===== src/rtl/dig_pkg.sv =====
// Shared encodings for the dual-issue packet hazard gate.
// Assumes a 3-bit class code supplied by an upstream decoder.
package dig_pkg;
    typedef enum logic [2:0] {
        CLS_NOP   = 3'd0,
        CLS_ALU   = 3'd1,
        CLS_BR    = 3'd2,
        CLS_LOAD  = 3'd3,
        CLS_STORE = 3'd4
    } op_cls_e;

    localparam int CLS_W = 3;
endpackage


===== src/rtl/dig_slot_check.sv =====
// Legality check for one issue slot.
// IS_MEM selects the slot kind: 0 = arithmetic/branch slot, 1 = load/store slot.
// Assumes a nop (or an invalid descriptor) is always legal and inactive.
module dig_slot_check
    import dig_pkg::*;
#(
    parameter bit IS_MEM = 1'b0
) (
    input  logic             valid,
    input  logic [CLS_W-1:0] cls,
    input  logic             is_load,
    output logic             active,
    output logic             bad
);
    logic real_op;
    logic kind_ok;

    // A descriptor carries work only when valid and not a nop.
    always_comb real_op = valid && (cls != CLS_NOP);

    generate
        if (IS_MEM) begin : g_mem
            // Memory slot: a load must flag itself as a load, a store must not.
            always_comb kind_ok = ((cls == CLS_LOAD)  &&  is_load) ||
                                  ((cls == CLS_STORE) && !is_load);
        end else begin : g_alu
            // Arithmetic slot: arithmetic or branch, never flagged as a load.
            always_comb kind_ok = ((cls == CLS_ALU) || (cls == CLS_BR)) && !is_load;
        end
    endgenerate

    // Slot outcome: real and legal means active, real and wrong kind means bad.
    always_comb begin
        active = real_op && kind_ok;
        bad    = real_op && !kind_ok;
    end
endmodule


===== src/rtl/dig_reg_hit.sv =====
// Read-after-write match of one written register against two read registers.
// Assumes register 0 is hard-wired and never carries a dependency.
module dig_reg_hit #(
    parameter int AW = 5
) (
    input  logic          en,
    input  logic [AW-1:0] wr_reg,
    input  logic [AW-1:0] rd_a,
    input  logic [AW-1:0] rd_b,
    output logic          hit
);
    localparam logic [AW-1:0] ZERO_REG = '0;

    // Match either read port against a nonzero written register.
    always_comb hit = en && (wr_reg != ZERO_REG) &&
                      ((rd_a == wr_reg) || (rd_b == wr_reg));
endmodule


===== src/rtl/dig_split_track.sv =====
// Remembers that the arithmetic half of a split packet has already issued.
// Assumes fetch holds the same packet while stall is high.
module dig_split_track (
    input  logic clk,
    input  logic rst_n,
    input  logic split_now,
    input  logic lu_now,
    output logic alu_done
);
    // Set on a split, held across a load-use stall, cleared once the packet moves on.
    always_ff @(posedge clk) begin
        if (!rst_n)         alu_done <= 1'b0;
        else if (split_now) alu_done <= 1'b1;
        else if (!lu_now)   alu_done <= 1'b0;
    end
endmodule


===== src/rtl/dual_issue_gate.sv =====
// Issue control for a statically scheduled two-wide pipeline.
// Decides per cycle which slot of the held packet issues, and flags
// illegal packets, intra-packet splits and load-use stalls.
// Assumes fetch re-presents the same packet while stall is high, and
// that a branch or nop supplies destination register 0.
module dual_issue_gate
    import dig_pkg::*;
#(
    parameter int AW = 5
) (
    input  logic             clk,
    input  logic             rst_n,
    input  logic             a_valid,
    input  logic [CLS_W-1:0] a_cls,
    input  logic             a_is_load,
    input  logic [AW-1:0]    a_dst,
    input  logic [AW-1:0]    a_src1,
    input  logic [AW-1:0]    a_src2,
    input  logic             m_valid,
    input  logic [CLS_W-1:0] m_cls,
    input  logic             m_is_load,
    input  logic [AW-1:0]    m_dst,
    input  logic [AW-1:0]    m_src1,
    input  logic [AW-1:0]    m_src2,
    input  logic             ex_valid,
    input  logic             ex_is_load,
    input  logic [AW-1:0]    ex_dst,
    output logic             issue_alu,
    output logic             issue_mem,
    output logic             stall,
    output logic             split,
    output logic             lu_stall,
    output logic             illegal
);
    localparam int NSLOT = 2;

    logic [NSLOT-1:0] slot_valid;
    logic [NSLOT-1:0] slot_load;
    logic [NSLOT-1:0] slot_act;
    logic [NSLOT-1:0] slot_bad;
    logic [NSLOT-1:0] lu_hit;
    logic [NSLOT-1:0] lu_en;
    logic [AW-1:0]    slot_rd_a [NSLOT];
    logic [AW-1:0]    slot_rd_b [NSLOT];
    logic [CLS_W-1:0] slot_cls  [NSLOT];
    logic             intra_hit;
    logic             alu_done;
    logic             ex_load;
    logic             any_bad;
    logic             m_dst_unused;

    // Gather both slots into indexed form so one generate loop covers them.
    always_comb begin
        slot_valid   = {m_valid, a_valid};
        slot_load    = {m_is_load, a_is_load};
        slot_cls[0]  = a_cls;
        slot_cls[1]  = m_cls;
        slot_rd_a[0] = a_src1;
        slot_rd_b[0] = a_src2;
        slot_rd_a[1] = m_src1;
        slot_rd_b[1] = m_src2;
    end

    // A load in execute can stall any slot that is still waiting to issue.
    always_comb begin
        ex_load  = ex_valid && ex_is_load;
        lu_en[0] = ex_load && slot_act[0] && !alu_done;
        lu_en[1] = ex_load && slot_act[1];
    end

    genvar s;
    generate
        for (s = 0; s < NSLOT; s++) begin : g_slot
            dig_slot_check #(.IS_MEM(s == 1)) i_check (
                .valid   (slot_valid[s]),
                .cls     (slot_cls[s]),
                .is_load (slot_load[s]),
                .active  (slot_act[s]),
                .bad     (slot_bad[s])
            );

            dig_reg_hit #(.AW(AW)) i_lu (
                .en     (lu_en[s]),
                .wr_reg (ex_dst),
                .rd_a   (slot_rd_a[s]),
                .rd_b   (slot_rd_b[s]),
                .hit    (lu_hit[s])
            );
        end
    endgenerate

    // The memory slot must not consume the arithmetic slot's result in the same cycle.
    dig_reg_hit #(.AW(AW)) i_intra (
        .en     (slot_act[0] && slot_act[1] && !alu_done),
        .wr_reg (a_dst),
        .rd_a   (m_src1),
        .rd_b   (m_src2),
        .hit    (intra_hit)
    );

    dig_split_track i_track (
        .clk       (clk),
        .rst_n     (rst_n),
        .split_now (split),
        .lu_now    (lu_stall),
        .alu_done  (alu_done)
    );

    // The memory slot's own destination plays no part in the issue decision.
    always_comb m_dst_unused = ^m_dst;

    // Issue decision with priority illegal, then load-use, then split.
    always_comb begin
        any_bad   = |slot_bad;
        illegal   = any_bad;
        lu_stall  = !any_bad && (|lu_hit);
        split     = !any_bad && !lu_stall && intra_hit;
        issue_alu = !any_bad && !lu_stall && slot_act[0] && !alu_done;
        issue_mem = !any_bad && !lu_stall && slot_act[1] && !split;
        stall     = split || lu_stall;
    end
endmodule


===== config.mk =====
export PLATFORM = sky130hd
export DESIGN_NAME = dual_issue_gate
export DESIGN_NICKNAME = d
export VERILOG_FILES = /design/src/rtl/dig_pkg.sv /design/src/rtl/dig_slot_check.sv /design/src/rtl/dig_reg_hit.sv /design/src/rtl/dig_split_track.sv /design/src/rtl/dual_issue_gate.sv
export SDC_FILE = /design/constraint.sdc
export NUM_CORES = 1
export LEC_CHECK = 0
export ABC_AREA = 1
export BUFFER_PORTS_ARGS = -buffer_cell sky130_fd_sc_hd__buf_2
export CAP_MARGIN = 30
export CORE_MARGIN = 2
export CORE_UTILIZATION = 44
export CTS_CLUSTER_SIZE = 40
export DETAILED_ROUTE_END_ITERATION = 7
export PLACE_DENSITY = 0.92
export SLEW_MARGIN = 5
export SYNTH_ARGS = -nofsm -noshare
export SYNTH_HDL_FRONTEND = slang
export SYNTH_SLANG_ARGS = --single-unit

===== constraint.sdc =====
create_clock -name clk -period 3.73 [get_ports clk]
set_input_delay 0.746 -clock clk [delete_from_list [all_inputs] [get_ports clk]]
set_output_delay 0.746 -clock clk [all_outputs]
set_load 0.02 [all_outputs]

* Yosys cells after proc, flatten, opt, wreduce, memory -nomap -nowiden
Cells that the tools add are included.
Operators by class: equality and inequality tests 11, muxes and demuxes 2, reductions and logical operators 48
Operators with widths (number):
- equality test 5 bit | 6
- logical AND 1 bit | 28
- nonzero test 5 bit | 2
- logical NOT 1 bit | 8
- equality test 3 x 2 -> 1 bit (second input constant) | 2
- logical OR 1 bit | 6
- nonzero test 3 bit | 2
- OR reduction 2 bit | 2
- equality test 3 x 1 -> 1 bit (second input constant) | 1
- equality test 3 bit (second input constant) | 1
- two-way mux 1 bit | 2
- inequality test 2 bit (second input constant) | 1
Word-level totals: register bits 1, bits of input ports 49, output and inout port bits 6, logic and storage cells 62

* Longest topological paths before layout
depth after elaboration 15, gate-level depth with buffers 12, mapped depth without buffers 11

* By module
From an unflattened synthesis, not the netlist that was laid out.
Second synthesis, totals: cells, all modules 187, area, all modules 823.3 um^2
Modules (own cells, without submodules):
- dig_reg_hit | times used 3, cells an instance 45, area each 195.2 um^2, seq. area each 0.0 um^2
- dual_issue_gate | times used 1, cells an instance 20, area each 81.3 um^2, seq. area each 0.0 um^2
- dig_slot_check (g_slot[1].i_check) | times used 1, cells an instance 16, area each 73.8 um^2, seq. area each 0.0 um^2
- dig_slot_check (g_slot[0].i_check) | times used 1, cells an instance 11, area each 42.5 um^2, seq. area each 0.0 um^2
- dig_split_track | times used 1, cells an instance 5, area each 40.0 um^2, seq. area each 20.0 um^2

* Worst setup path before layout
No wires, ideal clock.
path kind in2out, from in m_cls[1], to out stall, arrival 1.752 ns, required time 2.984 ns, setup slack 1.232 ns, stages 8, path buffers 0, cells stage by stage or2_4 o21ai_2 nand2_2 nor2_2 nand2_1 nand2_2 nand2_2 o21ai_1
On the way: longest elaborated chain between the ends 13, elaborated cells between the ends (all ways) 25, those cells by class eq/ne (2); reduce/logical (23)
Ends and longest elaborated chain:
- start, declared | RTL line dual_issue_gate.sv:20 | input logic [CLS_W-1:0] m_cls,
- equality test 3 x 2 -> 1 bit or equality test 3 bit (tied branches) | RTL line dig_slot_check.sv:24, dig_slot_check.sv:25
- logical AND 1 bit (on tied branches) | RTL line dig_slot_check.sv:24, dig_slot_check.sv:25
- logical OR 1 bit | RTL line dig_slot_check.sv:24 | always_comb kind_ok = ((cls == CLS_LOAD) && is_load) ||
- logical AND 1 bit | RTL line dig_slot_check.sv:34 | active = real_op && kind_ok;
- logical AND 1 bit | RTL line dual_issue_gate.sv:68 | lu_en[1] = ex_load && slot_act[1];
- logical AND 1 bit (2 in series) | RTL line dig_reg_hit.sv:15 | always_comb hit = en && (wr_reg != ZERO_REG) &&
- OR reduction 2 bit | RTL line dual_issue_gate.sv:116 | lu_stall = !any_bad && (|lu_hit);
- logical AND 1 bit | RTL line dual_issue_gate.sv:116
- logical NOT 1 bit
- logical AND 1 bit (2 in series) | RTL line dual_issue_gate.sv:117 | split = !any_bad && !lu_stall && intra_hit;
- logical OR 1 bit * | RTL line dual_issue_gate.sv:120 | stall = split || lu_stall;
- end, declared | RTL line dual_issue_gate.sv:30 | output logic stall,
Mark *: on every way between the ends. The rest lies on a longest branch, timed or not.

* Worst setup path in the final report
Same ends and word-level chain as after synthesis.

==> flow_metrics.tcl <==
set metrics [dict create \
    status "finished, final reports clean" \
    arrival_ns 1.90 \
    path_cells "buf_2 -> or2_4 -> o21ai_2 -> nand2_2 -> nor2_2 -> inv_1 -> nor2_2 -> nand3_2 -> o21ai_1 -> buf_2" \
    hold_viol_final 0 \
    r2r-end "i_track.alu_done$_SDFFE_PN0P_" \
    finalPower_w 0.0001102 \
    wl_per_cell_um 8.229 \
    synth_commonest_cells "61 x nand2_1, 24 x inv_1, 22 x nor2_1" \
    cp-start-kind "primary input" \
    ys_types 22 \
    tightest_slew_ns 0.2280 \
    period_share_pct 70.94 \
    synth_top_family_by_area "simple AND/OR/NAND/NOR gates" \
    crit_fanout 3 \
    pre_cts_ws_ns 1.066 \
    synth_edf_count 0 \
    critPathMaxStageDelay_ns 0.25 \
    gr-total-overflow 0 \
    synth_compound_area_share_pct 6.383 \
    die_w_um 45.68 \
    post_cts_buffers 0 \
    syn-cell-area_um2 764.5 \
    clkTransAtPathRegs_ns 0 \
    synth_top_cell_by_area "nand2_1" \
    reg_top3 "i_track.alu_done: 1 flops" \
    instances_no_fill 223 \
    grt_usage_pct 19.82 \
    synth_ff_type "dfxtp_1" \
    synth_mux_area_share_pct 0 \
    diodes 0 \
    crit_type "in2out" \
    min_to "i_track.alu_done$_SDFFE_PN0P_" \
    synth_cells 158 \
    post-dp-hpwl_um 1691 \
    drv_cap 0 \
    ff2ff_setup_slack_ns 2.63 \
    r2r_start "i_track.alu_done$_SDFFE_PN0P_" \
    ff2ff_path_depth 7 \
    largest_reg_flops 1 \
    peakVddDrop_v 0.00005776 \
    rsz0062_at_grt "no" \
    min_period_ns 2.646 \
    whs_path_depth 2 \
    synth-adder-area-share_pct 0 \
    hold_buffers 0 \
    final_antenna_net_count 0 \
    fmax_mhz 377.9 \
    grt_pass1_vias 823 \
    rows 15 \
    synth_most_common_cell "nand2_1" \
    place_congestion 0.8246 \
    hold_slack_ns 0.5090 \
    yosys-top-cells-area "nand2_1 30%, inv_1 12%, nor2_1 11%" \
    core_um2 1670 \
    grt_max_degree 8 \
    nNetsFinal 257 \
    dp_cells 223 \
    synthXorXnorAreaFrac_pct 14.89 \
    crit_family "simple AND/OR/NAND/NOR gates" \
    finalSetupTns_ns 0 \
    leakage_nw 0.6925 \
    die_h_um 45.68 \
    synth-simple-area-share_pct 59.25 \
    finalClockSkew_ns 0 \
    async_flop_share_pct 0 \
    drive_gt1_share_pct 34.95 \
    regMostFlops "i_track.alu_done" \
    io_buffers 49 \
    cts_resized 0 \
    vias_per_cell 4.444 \
    hold_path.startpoint "i_track.alu_done$_SDFFE_PN0P_" \
    relSlewSlack_pct 84.73 \
    synth.avg_cell_area_um2 4.839 \
    hold_path_class "reg2reg" \
    power.density_nw_per_um2 107.7 \
    yosysWarningCount 0 \
    initial_core_util_pct 45.77 \
    syn_nets 207 \
    slew_viol_final 0 \
    die-area_um2 2087 \
    end_kind "output port" \
    path_buf_inv 3 \
    vias 991 \
    seq_area_frac_synth_pct 2.619 \
    fin_ws_ns 1.084 \
    synth_top_area_share_pct 29.95 \
    wirelength_um 1835 \
    drc 0 \
    crit_required_ns 2.98 \
    drt_iter0_markers 16 \
    synth.ff_latch_count 1 \
    antenna_found_initial 0 \
    dr.pass1.iters 4 \
    syn_to_final_growth_pct 33.88 \
    grt_pass1_wl_um 3208 \
    ios 55 \
    slowest_stage "or2_4" \
    setup_violations 0 \
    clkLatencyLatePin_ns 0 \
    fill_cells 193 \
]
-- metal layers --
metal  part of all wire, %  global-route usage [%]  up-vias
met5                     0                       0        -
met4                     0                       0        0
met3                   3.1                       0        0
met2                    49                   35.21       21
met1                    48                   28.30      408
li1                      -                       -      562
-- worst max path at each step --
stage,from,end,slack [ns],cells after the start
floorplan,m_cls[1],stall,1.23,8
CTS,m_cls[1],stall,1.07,10
finish,m_cls[1],stall,1.08,10
global placement,m_cls[1],stall,1.10,10
global route,a_cls[1],stall,0.94,13
detailed placement,m_cls[1],stall,1.07,10
-- metrics by stage --
step / util (%) / instance area (um2)
6_report: 61.27 / 1023
4_1_cts: 61.27 / 1023
2_1_floorplan: - / 764.5
3_5_place_dp: 61.27 / 1023
5_1_grt: 61.27 / 1023
3_3_place_gp: 61.27 / 1023
-- cell type report --
class | count | area (um2) | area share (%)
multi-input combinational | 124 | 615.6 | 60.15
timing repair buffer | 49 | 245.2 | 23.96
inverter | 32 | 121.4 | 11.86
tap | 17 | 21.27 | 2.078
sequential | 1 | 20.02 | 1.956
-- worst register-to-register path: stages (launching register included) --
cell and delay (ns):
dfxtp_1 0.30, nor2_1 0.10, nand3_1 0.11, nor2_1 0.11, nand2_1 0.08, nor2_2 0.11
nand3_2 0.11, a21oi_2 0.12
-- kinds of logic after synthesis --
| group | count (synthesis) |
|---|---|
| compound gates | 7 |
| xor+xnor | 13 |
| buf+inv | 33 |
| flops | 1 |
| simple gates | 104 |
-- report_power, final --
group          internal (W)  switching (W)
logic             0.0000437      0.0000556
registers         0.0000109  0.00000000103
clock network             0              0
total             0.0000546      0.0000556
-- cells in the final DEF (no fill, tap or decap), drive strengths merged --
cell,count
a21oi,3
nor2,25
clkinv,1
xnor2,6
xor2,7
nand3,9
nand2,66
o211ai,1
nor3,1
dfxtp,1
nand4,2
or2,1
buf,49
inv,31
o21ai,3
(Power assumes the default switching activity.)
